--- config.mk ---
export PLATFORM = sky130hd
export DESIGN_NAME = rxr_ring_consumer
export DESIGN_NICKNAME = d
export VERILOG_FILES = /design/src/rtl/rxr_pkg.sv /design/src/rtl/rxr_desc_store.sv /design/src/rtl/rxr_frame_judge.sv /design/src/rtl/rxr_ring_walker.sv /design/src/rtl/rxr_ring_consumer.sv
export SDC_FILE = /design/constraint.sdc
export NUM_CORES = 1
export LEC_CHECK = 0
export ABC_AREA = 1
export BUFFER_PORTS_ARGS = -buffer_cell sky130_fd_sc_hd__buf_2
export CAP_MARGIN = 20
export CORE_MARGIN = 3
export CORE_UTILIZATION = 58
export DETAILED_ROUTE_END_ITERATION = 8
export PLACE_DENSITY = 0.8
export SYNTH_ARGS = -nofsm -noshare
export SYNTH_HDL_FRONTEND = slang
export SYNTH_SLANG_ARGS = --single-unit
--- constraint.sdc ---
create_clock -name clk -period 11.8 [get_ports clk]
set_input_delay 2.36 -clock clk [delete_from_list [all_inputs] [get_ports clk]]
set_output_delay 2.36 -clock clk [all_outputs]
set_load 0.01 [all_outputs]
--- src/rtl/rxr_pkg.sv ---
package rxr_pkg;
  // status word field positions
  localparam int OWN_BIT   = 31;
  localparam int MORE_BIT  = 30;
  localparam int OK_BIT    = 27;
  localparam int LONG_BIT  = 22;
  localparam int SIZE_W    = 12;
  localparam int CRC_BYTES = 4;

  typedef enum logic {
    WALK_WATCH  = 1'b0,
    WALK_RETIRE = 1'b1
  } walk_state_t;
endpackage

--- src/rtl/rxr_desc_store.sv ---
module rxr_desc_store #(
  parameter int          DEPTH       = 4,
  parameter int          AW          = 2,
  parameter int          BUF_BYTES   = 1536,
  parameter logic [31:0] BUF_BASE    = 32'h0010_0000,
  parameter logic [31:0] DESC_BASE   = 32'h0000_8000,
  parameter int          DESC_STRIDE = 16
) (
  input  logic          clk,
  input  logic          rst_n,
  input  logic          post_en,
  input  logic [AW-1:0] post_idx,
  input  logic [31:0]   post_status,
  input  logic [31:0]   post_bufptr,
  input  logic          rcl_en,
  input  logic [AW-1:0] rcl_idx,
  input  logic [AW-1:0] cons_idx,
  output logic [31:0]   cons_status,
  input  logic [AW-1:0] peek_idx,
  output logic [31:0]   peek_status,
  output logic [31:0]   peek_bufptr,
  output logic [31:0]   peek_link
);
  localparam logic [31:0] RECYCLE = 32'(BUF_BYTES);

  logic [31:0] st_a   [DEPTH];
  logic [31:0] buf_a  [DEPTH];
  logic [31:0] link_a [DEPTH];

  for (genvar i = 0; i < DEPTH; i++) begin : g_ent
    localparam logic [31:0] HOME = BUF_BASE + 32'(i * BUF_BYTES);
    localparam logic [31:0] LINK = DESC_BASE + 32'(((i + 1) % DEPTH) * DESC_STRIDE);

    logic        rcl_hit, post_hit, we;
    logic [31:0] st_d, st_q, bp_d, bp_q;

    // recycle by the consumer takes priority over a receiver write
    always_comb begin
      rcl_hit  = rcl_en  && (rcl_idx  == AW'(i));
      post_hit = post_en && (post_idx == AW'(i));
      we       = rcl_hit || post_hit;
      st_d     = st_q;
      bp_d     = bp_q;
      if (rcl_hit) begin
        st_d = RECYCLE;
        bp_d = HOME;
      end else if (post_hit) begin
        st_d = post_status;
        bp_d = post_bufptr;
      end
    end

    always_ff @(posedge clk or negedge rst_n) begin
      if (!rst_n) begin
        st_q <= RECYCLE;
        bp_q <= HOME;
      end else if (we) begin
        st_q <= st_d;
        bp_q <= bp_d;
      end
    end

    assign st_a[i]   = st_q;
    assign buf_a[i]  = bp_q;
    assign link_a[i] = LINK;
  end

  assign cons_status = st_a[cons_idx];
  assign peek_status = st_a[peek_idx];
  assign peek_bufptr = buf_a[peek_idx];
  assign peek_link   = link_a[peek_idx];

  function automatic logic [31:0] home_of(input logic [AW-1:0] idx);
    return BUF_BASE + 32'(idx) * 32'(BUF_BYTES);
  endfunction

  // a handled entry reads back free with its home pointer
  p_recycle_r7: assert property (@(posedge clk) disable iff (!rst_n)
    rcl_en |=> (st_a[$past(rcl_idx)] == RECYCLE) &&
               (buf_a[$past(rcl_idx)] == home_of($past(rcl_idx))));

  // a receiver write not overridden lands unchanged
  p_post_lands_r3: assert property (@(posedge clk) disable iff (!rst_n)
    (post_en && !(rcl_en && rcl_idx == post_idx))
      |=> st_a[$past(post_idx)] == $past(post_status));
endmodule

--- src/rtl/rxr_frame_judge.sv ---
module rxr_frame_judge
  import rxr_pkg::*;
(
  input  logic [31:0]       status,
  output logic              owned,
  output logic              good,
  output logic [SIZE_W-1:0] len
);
  always_comb begin
    owned = status[OWN_BIT];
    good  = status[OK_BIT] && !status[MORE_BIT] && !status[LONG_BIT];
    len   = status[SIZE_W-1:0] - SIZE_W'(CRC_BYTES);
  end
endmodule

--- src/rtl/rxr_ring_walker.sv ---
module rxr_ring_walker
  import rxr_pkg::*;
#(
  parameter int DEPTH = 4,
  parameter int AW    = 2
) (
  input  logic              clk,
  input  logic              rst_n,
  input  logic              owned,
  input  logic              good,
  input  logic [SIZE_W-1:0] len,
  input  logic [31:0]       status,
  output logic [AW-1:0]     cur_idx,
  output logic              rcl_en,
  output logic [AW-1:0]     rcl_idx,
  output logic              good_vld,
  output logic [AW-1:0]     good_idx,
  output logic [SIZE_W-1:0] good_len,
  output logic              err_vld,
  output logic [31:0]       err_status,
  output logic              rx_on
);
  walk_state_t       st_q, st_d;
  logic [AW-1:0]     cur_q, cur_d, cur_inc;
  logic              sg_q;
  logic [SIZE_W-1:0] sl_q;
  logic [31:0]       ss_q;
  logic              gv_q, gv_d, ev_q, ev_d, ro_q, ro_d;
  logic [AW-1:0]     gi_q;
  logic [SIZE_W-1:0] gl_q;
  logic [31:0]       es_q;
  logic              cap_en, retire, good_ld, err_ld;

  // index step: free wrap for a power-of-two ring, compare otherwise
  if ((DEPTH & (DEPTH - 1)) == 0) begin : g_wrap_pow2
    assign cur_inc = cur_q + AW'(1);
  end else begin : g_wrap_cmp
    assign cur_inc = (cur_q == AW'(DEPTH - 1)) ? '0 : cur_q + AW'(1);
  end

  always_comb begin
    cap_en  = (st_q == WALK_WATCH) && owned;
    retire  = (st_q == WALK_RETIRE);
    st_d    = st_q;
    cur_d   = cur_q;
    case (st_q)
      WALK_WATCH:  if (owned) st_d = WALK_RETIRE;
      WALK_RETIRE: begin
        st_d  = WALK_WATCH;
        cur_d = cur_inc;
      end
      default:     st_d = WALK_WATCH;
    endcase
    gv_d    = retire && sg_q;
    ev_d    = retire && !sg_q;
    ro_d    = retire;
    good_ld = retire && sg_q;
    err_ld  = retire && !sg_q;
  end

  // state, index and one-cycle strobes
  always_ff @(posedge clk or negedge rst_n) begin
    if (!rst_n) begin
      st_q  <= WALK_WATCH;
      cur_q <= '0;
      gv_q  <= 1'b0;
      ev_q  <= 1'b0;
      ro_q  <= 1'b0;
    end else begin
      st_q  <= st_d;
      cur_q <= cur_d;
      gv_q  <= gv_d;
      ev_q  <= ev_d;
      ro_q  <= ro_d;
    end
  end

  // snapshot of the owned entry
  always_ff @(posedge clk or negedge rst_n) begin
    if (!rst_n) begin
      sg_q <= 1'b0;
      sl_q <= '0;
      ss_q <= '0;
    end else if (cap_en) begin
      sg_q <= good;
      sl_q <= len;
      ss_q <= status;
    end
  end

  // event payload registers
  always_ff @(posedge clk or negedge rst_n) begin
    if (!rst_n) begin
      gi_q <= '0;
      gl_q <= '0;
    end else if (good_ld) begin
      gi_q <= cur_q;
      gl_q <= sl_q;
    end
  end

  always_ff @(posedge clk or negedge rst_n) begin
    if (!rst_n) es_q <= '0;
    else if (err_ld) es_q <= ss_q;
  end

  assign cur_idx    = cur_q;
  assign rcl_en     = retire;
  assign rcl_idx    = cur_q;
  assign good_vld   = gv_q;
  assign good_idx   = gi_q;
  assign good_len   = gl_q;
  assign err_vld    = ev_q;
  assign err_status = es_q;
  assign rx_on      = ro_q;

  // an unowned current entry holds the walk in place
  p_hold_r3: assert property (@(posedge clk) disable iff (!rst_n)
    (st_q == WALK_WATCH && !owned) |=> (cur_q == $past(cur_q)) && !ro_q);

  // each strobe comes with a single ring step
  p_idx_step_r8: assert property (@(posedge clk) disable iff (!rst_n)
    ro_q |-> cur_q == (($past(cur_q) == AW'(DEPTH - 1)) ? '0 : $past(cur_q) + AW'(1)));

  // strobe and exactly one event coincide
  p_evt_strobe_r9: assert property (@(posedge clk) disable iff (!rst_n)
    ($countones({gv_q, ev_q}) == 1) == ro_q);

  // at most one handled entry every two cycles
  p_pace_r10: assert property (@(posedge clk) disable iff (!rst_n)
    ro_q |=> !ro_q);
endmodule

--- src/rtl/rxr_ring_consumer.sv ---
module rxr_ring_consumer
  import rxr_pkg::*;
#(
  parameter int          DEPTH       = 4,
  parameter int          BUF_BYTES   = 1536,
  parameter logic [31:0] BUF_BASE    = 32'h0010_0000,
  parameter logic [31:0] DESC_BASE   = 32'h0000_8000,
  parameter int          DESC_STRIDE = 16,
  localparam int         AW          = (DEPTH > 1) ? $clog2(DEPTH) : 1
) (
  input  logic              clk,
  input  logic              rst_n,
  input  logic              post_en,
  input  logic [AW-1:0]     post_idx,
  input  logic [31:0]       post_status,
  input  logic [31:0]       post_bufptr,
  input  logic [AW-1:0]     peek_idx,
  output logic [31:0]       peek_status,
  output logic [31:0]       peek_bufptr,
  output logic [31:0]       peek_link,
  output logic [AW-1:0]     cur_idx,
  output logic              good_vld,
  output logic [AW-1:0]     good_idx,
  output logic [SIZE_W-1:0] good_len,
  output logic              err_vld,
  output logic [31:0]       err_status,
  output logic              rx_on
);
  logic [1:0]        rst_sync_q;
  logic              core_rst_n;
  logic [31:0]       cons_status;
  logic              owned, good;
  logic [SIZE_W-1:0] len;
  logic              rcl_en;
  logic [AW-1:0]     rcl_idx;

  // asynchronous assert, synchronous release
  always_ff @(posedge clk or negedge rst_n) begin
    if (!rst_n) rst_sync_q <= 2'b00;
    else        rst_sync_q <= {rst_sync_q[0], 1'b1};
  end
  assign core_rst_n = rst_sync_q[1];

  rxr_desc_store #(
    .DEPTH(DEPTH), .AW(AW), .BUF_BYTES(BUF_BYTES), .BUF_BASE(BUF_BASE),
    .DESC_BASE(DESC_BASE), .DESC_STRIDE(DESC_STRIDE)
  ) u_store (
    .clk(clk), .rst_n(core_rst_n),
    .post_en(post_en), .post_idx(post_idx),
    .post_status(post_status), .post_bufptr(post_bufptr),
    .rcl_en(rcl_en), .rcl_idx(rcl_idx),
    .cons_idx(cur_idx), .cons_status(cons_status),
    .peek_idx(peek_idx), .peek_status(peek_status),
    .peek_bufptr(peek_bufptr), .peek_link(peek_link)
  );

  rxr_frame_judge u_judge (
    .status(cons_status), .owned(owned), .good(good), .len(len)
  );

  rxr_ring_walker #(.DEPTH(DEPTH), .AW(AW)) u_walk (
    .clk(clk), .rst_n(core_rst_n),
    .owned(owned), .good(good), .len(len), .status(cons_status),
    .cur_idx(cur_idx), .rcl_en(rcl_en), .rcl_idx(rcl_idx),
    .good_vld(good_vld), .good_idx(good_idx), .good_len(good_len),
    .err_vld(err_vld), .err_status(err_status), .rx_on(rx_on)
  );

  // a good event names the entry just left
  p_good_idx_r4: assert property (@(posedge clk) disable iff (!core_rst_n)
    good_vld |-> good_idx == $past(cur_idx));

  // rejected entries were owned when handled
  p_err_owned_r6: assert property (@(posedge clk) disable iff (!core_rst_n)
    err_vld |-> err_status[OWN_BIT]);
endmodule

==> qor.yml, run 1 <==
clocking:
  cts_setup_buffers: 0
  clk_path_buf_depth: 3
  cts_inserted_buffers: 38
  clk_latency_ns: 0.53
  htreeDepth: 2
  clk_pin_slew_ns: 0.06
  postCtsHoldBufs: 0
  cts_sinks: 353
  cts_root_buf: "clkbuf_16"
  cts_resized: 0
  cts_tree: "done"
route:
  via_per_inst: 5.95
  first_pass_iters: 7
  ant_nets: 0
  remaining_drc_errors: 0
  wl_per_cell_um: 19.4
  drt-initial-drc-count: 1645
  vias: 14100
  drt_wl_total_mm: 46.1
floorplanning:
  fp-row-count: 60
  core_um2: 27000
  die_y_um: 172
  io_pins: 218
  die_w_um: 172
  die_area_um2: 29500
  initial_core_util_pct: 59.1
global_route:
  grt_max_degree: 87
  grt_pass1_wl_mm: 71.5
  grt_overflow: 0
  antenna_found_initial: 1
  grt_pass1_vias: 13600
  grt_use_total_pct: 30.7
synth:
  avgSynthCellArea_um2: 8.47
  synthSimpleGateAreaFrac_pct: 14.9
  yosysMostFrequentCell: "nand2_1"
  yosys_warnings: 0
  yosys-top-cells-area: "dfrtp_1, o21ai_0, nand2_1"
  synth_common_cells: "nand2_1, o21ai_0, dfrtp_1"
  muxShareOfSynthArea_pct: 0
  synth_edf_count: 0
  syn_area_um2: 15900
  synth_xor_area_share_pct: 0.0550
  synth_largest_area_cell: "dfrtp_1"
  synthAdderAreaFrac_pct: 0.550
  synth_cell_types: 33
  synthCells: 1881
  async_flop_share_pct: 100
  ys_ff_latch: 353
  synth_flop_cell: "dfrtp_1"
  synth_top_family_by_area: "compound AO/OA/AOI/OAI gates"
  yosysSeqAreaShare_pct: 55.6
  synth_top_area_share_pct: 52.6
  synth_compound_area_share_pct: 20.3
sta:
  finClkSkew_ns: 0.0164
  max_freq_mhz: 139
  setup_tns_ns: 0
  setup_viol: 0
  tightest_slew_ns: 1.19
  fin_crit_sh_pct: 60.9
  drv_slew: 0
  rsz0062_at_grt: "false"
  finalHoldViolations: 0
  slew_headroom_pct: 20.4
  finalCriticalPeriod_ns: 7.18
worst_setup_path:
  reg2reg_depth: 3
  worst-setup-path-type: "in2out"
  arrival_ns: 4.82
  cp-start-kind: "input port"
  required_ns: 9.44
  critPathCaptureType: "primary output"
  rr_endpoint: "u_walk.ss_q[25]"
  worstReg2RegStart: "rst_sync_q[1]"
  worstPathMaxFanout: 77
  r2r_setup_slack_ns: 8.34
final_layout:
  fin_nets: 2080
  drive_gt1_share_pct: 15.6
  multi_input_area_um2: 5850
  syn2layout_area_growth_pct: 13.3
  ff_latch_area_um2: 8860
  nFillCells: 2147
min_path:
  hp-start: "rst_sync_q[0]"
  hp-class: "reg2reg"
  hold_depth: 0
  min_delay_worst_endpoint: "rst_sync_q[1]"
run_status:
  outcome: "finished, final reports clean"
power:
  p_leak_nw: 8.90
  p_per_area_nw_per_um2: 269
  power_w: 0.00485
  peakVddDrop_mv: 0.148
flow_run:
  max_cap_viol_count: 0
placement:
  dp_hpwl_mm: 26.8
  gp_congestion: 0.836
  port_buffers: 187
==> worst max-delay path by stage <==
| stage | slack (ns) | to | startpoint | depth (start not counted) |
|---|---|---|---|---|
| 2_1_floorplan | 1.26 | u_store.g_ent[0].bp_q[0] | rst_sync_q[1] | 0 |
| 3_3_place_gp | 4.86 | peek_status[8] | peek_idx[0] | 6 |
| 3_5_place_dp | 4.78 | peek_status[8] | peek_idx[0] | 6 |
| 4_1_cts | 4.77 | peek_status[8] | peek_idx[0] | 6 |
| 5_1_grt | 4.52 | peek_status[8] | peek_idx[0] | 6 |
| 6_report | 4.62 | peek_status[8] | peek_idx[0] | 6 |
==> through the flow <==
| step | cells | area (um^2) | setup WS (ns) | util (%) | hold WS [ns] |
|---|---|---|---|---|---|
| floorplan | 1910 | 16000 | 1.26 | - | 0.331 |
| global placement | 2302 | 16800 | 4.86 | 62.3 | 0.343 |
| detailed placement | 2302 | 16800 | 4.78 | 62.3 | 0.346 |
| CTS | 2372 | 18000 | 4.77 | 66.9 | 0.371 |
| global route | 2374 | 18100 | 4.52 | 67.0 | 0.377 |
| finish | 2374 | 18100 | 4.62 | 67.0 | 0.368 |
==> cell usage in the layout, fill, tap and decap left out, types with 6 or more instances in the layout <==
master and instances:
o22ai_1 86, clkinv_2 7, o21ai_1 12, nand2_2 11
clkbuf_1 14, dfrtp_1 333, o21ai_0 369, ha_1 7
nand3_1 30, nand2_1 408, dfstp_2 18, clkbuf_16 41
a21oi_1 119, inv_1 140, o21a_1 6, clkbuf_8 7
a31oi_1 19, inv_2 7, buf_4 22, buf_2 186
nor2_1 136, conb_1 31
==> logic make-up (layout without fill, tap and decap cells) <==
kind of cell,count (synthesis),after routing
AOI/OAI and AO/OA,614,614
and+or+nand+nor,599,599
DFF,353,353
buffers and inverters,305,427
adders and majority gates,7,7
other,2,32
xor gates and xnor gates,1,1
==> state kept, by name, indices dropped and copies added (netlist names), 2 cells and up <==
register / count
rst_sync_q: 2
u_store.g_ent.bp_q: 128
u_store.g_ent.st_q: 128
u_walk.cur_idx: 2
u_walk.err_status: 32
u_walk.good_idx: 2
u_walk.good_len: 12
u_walk.sl_q: 10
u_walk.ss_q: 32
==> cell type report <==
class	count	area share [%]
Antenna cell	1	0.0139
Tap cell	341	2.36
Timing Repair Buffer	209	6.22
Inverter	148	3.09
Clock buffer	62	6.51
Clock inverter	8	0.360
Sequential cell	353	49.1
Multi-Input combinational cell	1252	32.4
==> critical path, cell delays in order <==
cell     delay (ns)
buf_4          0.30
inv_4          0.67
buf_4          0.72
o21ai_0        0.16
o22ai_1        0.31
buf_2          0.20
==> routing by layer <==
metal | up-vias | share of wire, % | GRT usage, % | routed length [um]
met1 | 6781 | 40 | 41.2 | 18500
met5 | - | 0 | 0 | 0
met2 | 822 | 47 | 49.1 | 21500
met4 | 0 | 3.2 | 12.3 | 1460
met3 | 120 | 10 | 6.64 | 4650
li1 | 6393 | - | - | -
==> report_power, final <==
| group | internal, W | switching, W | total (W) |
|---|---|---|---|
| Combinational | 0.000555 | 0.00109 | 0.00164 |
| Sequential | 0.00171 | 0.000314 | 0.00203 |
| Clock | 0.000703 | 0.000477 | 0.00118 |
Power figures use the tool's default switching activity.
==> inputs of run 2 (changes only) <==
clock period = 7.3 ns   (was 11.8 ns; I/O delays follow)
==> run 2 against run 1 <==
Against the previous run:
- cell count is 0.25% lower
- clock skew is 0.00068 ns higher
- die area stayed put
- routed wire length is 1.7% lower
- count of clock-buffer cells in the layout is 5 lower
- critical path type unchanged
- highest routed layer is now met5
==> qor.yml, run 2 (same netlist as run 1, synthesis figures left out) <==
run_status:
  outcome: "finished, final reports clean"
final_layout:
  final_cell_mix: "nand2_1, o21ai_0, dfrtp_1"
  syn2layout_area_growth_pct: 13.8
  fin_area_um2: 18100  # +0.42%
  drive_gt1_share_pct: 15.9  # +0.29 points
  fin_nets: 2079  # -0.048%
  fin_cells: 2368  # -0.25%
  nFillCells: 2142  # -0.23%
  mostFrequentLayoutCell: "nand2_1"
  reg_top3: "u_store.g_ent.bp_q (128), u_store.g_ent.st_q (128)"
  num_antenna_cells: 0  # -1
power:
  p_leak_nw: 8.94  # +0.46%
  peakVddDrop_mv: 0.249  # +68%
  p_per_area_nw_per_um2: 435  # +62%
worst_setup_path:
  required_ns: 5.84  # -3.60 ns
  critPathCaptureType: "primary output"
  worstReg2RegStart: "u_walk.cur_idx[1]"
  cp-start-kind: "input port"
  worst-setup-path-type: "in2out"
  worstPathMaxFanout: 55  # -29%
  crit_path_start: "peek_idx[1]"
  arrival_ns: 3.74  # -1.08 ns
sta:
  tightest_slew_ns: 1.06  # -0.133 ns
  rsz0062_at_grt: "false"
  max_freq_mhz: 192
  drv_slew: 0  # unchanged
  finalCriticalPeriod_ns: 5.20
  fin_crit_sh_pct: 71.2
  setup_tns_ns: 0  # unchanged
  slew_headroom_pct: 29.2  # +8.9 points
  setup_viol: 0  # unchanged
  finalHoldViolations: 0  # unchanged
  finClkSkew_ns: 0.0171  # +0.000684 ns
floorplanning:
  die_y_um: 172  # unchanged
  core_um2: 27000  # unchanged
  fp-row-count: 60  # unchanged
  initial_core_util_pct: 59.1  # unchanged
  die_area_um2: 29500  # unchanged
  io_pins: 218  # unchanged
  die_w_um: 172  # unchanged
route:
  drt_wl_total_mm: 45.3  # -1.7%
  drt-initial-drc-count: 1409  # -14%
  vias: 14000  # -0.83%
  remaining_drc_errors: 0  # unchanged
  ant_nets: 0  # unchanged
  wl_per_cell_um: 19.1  # -1.4%
  first_pass_iters: 5  # -2
  via_per_inst: 5.91  # -0.58%
min_path:
  hp-class: "reg2reg"
  hp-start: "rst_sync_q[0]"
global_route:
  grt_overflow: 0  # unchanged
  grt_pass1_wl_mm: 71.6  # +0.14%
  grt_max_degree: 183  # +110%
  antenna_found_initial: 1  # unchanged
  grt_pass1_vias: 13400  # -1.5%
  grt_use_total_pct: 30.4  # -0.24 points
placement:
  dp_cells: 2302  # unchanged
  port_buffers: 187  # unchanged
  placed_cell_area_um2: 16800  # +0.19%
  gp_congestion: 0.830  # -0.73%
  dp_hpwl_mm: 26.3  # -1.6%
clocking:
  clk_pin_slew_ns: 0.06  # about the same
  cts_tree: "done"
  cts_setup_buffers: 0  # unchanged
  clk_path_buf_depth: 3  # unchanged
  cts_inserted_buffers: 37  # -2.6%
  cts_root_buf: "clkbuf_16"
  postCtsHoldBufs: 0  # unchanged
  clk_latency_ns: 0.52  # about the same
  cts_resized: 0  # unchanged
  cts_sinks: 353  # unchanged
  htreeDepth: 2  # unchanged
flow_run:
  max_cap_viol_count: 0  # unchanged
[run 2: cell types whose count changed in the layout (fill, tap and decap cells not counted), sizes merged]
| cell | previous run | this run |
|---|---|---|
| inv | 148 | 149 |
| clkinv | 7 | 5 |
| diode | 1 | 0 |
| bufinv | 1 | 2 |
| clkbuf | 62 | 57 |
[run 2: layer usage]
layer | part of all wire (%) | track usage (%) | up-vias
li1 | - | - | 6397
met1 | 40 | 42.2 | 6720
met2 | 48 | 49.1 | 784
met3 | 9.6 | 5.88 | 96
met4 | 2.5 | 9.58 | 2
met5 | 0.020 | 0 | -
[run 2: path summary, 6_finish.rpt]
check                                            end  slack, ns  cells past startpoint
max                                  peek_bufptr[17]       2.10                      7
min                                    rst_sync_q[1]       0.35                      0
max reg2reg                u_store.g_ent[1].bp_q[27]       4.30                      7
min reg2reg                            rst_sync_q[1]       0.35                      0
max in group asynchronous      u_walk.err_status[31]       5.36                      1
min in group asynchronous  u_store.g_ent[3].bp_q[28]       0.46                      0
[run 2: where the power goes]
group	switching, W	internal, W	total (W)
registers	0.000474	0.00277	0.00324
clock network	0.000767	0.00119	0.00196
logic	0.00177	0.000915	0.00268
[run 2: stage by stage]
step | power, W | setup WS [ns] | hold WS (ns) | util, %
CTS | 0.00785 | 2.20 | 0.354 | 67.2
finish | 0.00789 | 2.10 | 0.351 | 67.3
detailed placement | 0.00587 | 2.23 | 0.341 | 62.4
global placement | 0.00574 | 2.25 | 0.337 | 62.3
floorplan | 0.00502 | 1.55 | 0.331 | -
global route | 0.00839 | 2.03 | 0.357 | 67.3
[run 2: critical path, cell delays in order]
cell and delay [ns]:
buf_2 0.09, buf_4 0.29, inv_2 0.84, buf_4 0.48
o21ai_0 0.17, o22ai_1 0.20, buf_2 0.17
[run 2: final cells by class]
type                    instances  area (um^2)  area share, %
inverters                     148          558           3.08
flip-flops and latches        353         8860           48.9
well taps                     341          427           2.35
clock buffers                  57         1190           6.58
multi-input cells            1252         5850           32.2
clock inverters                 8         92.6          0.511
repair buffers                209         1160           6.38
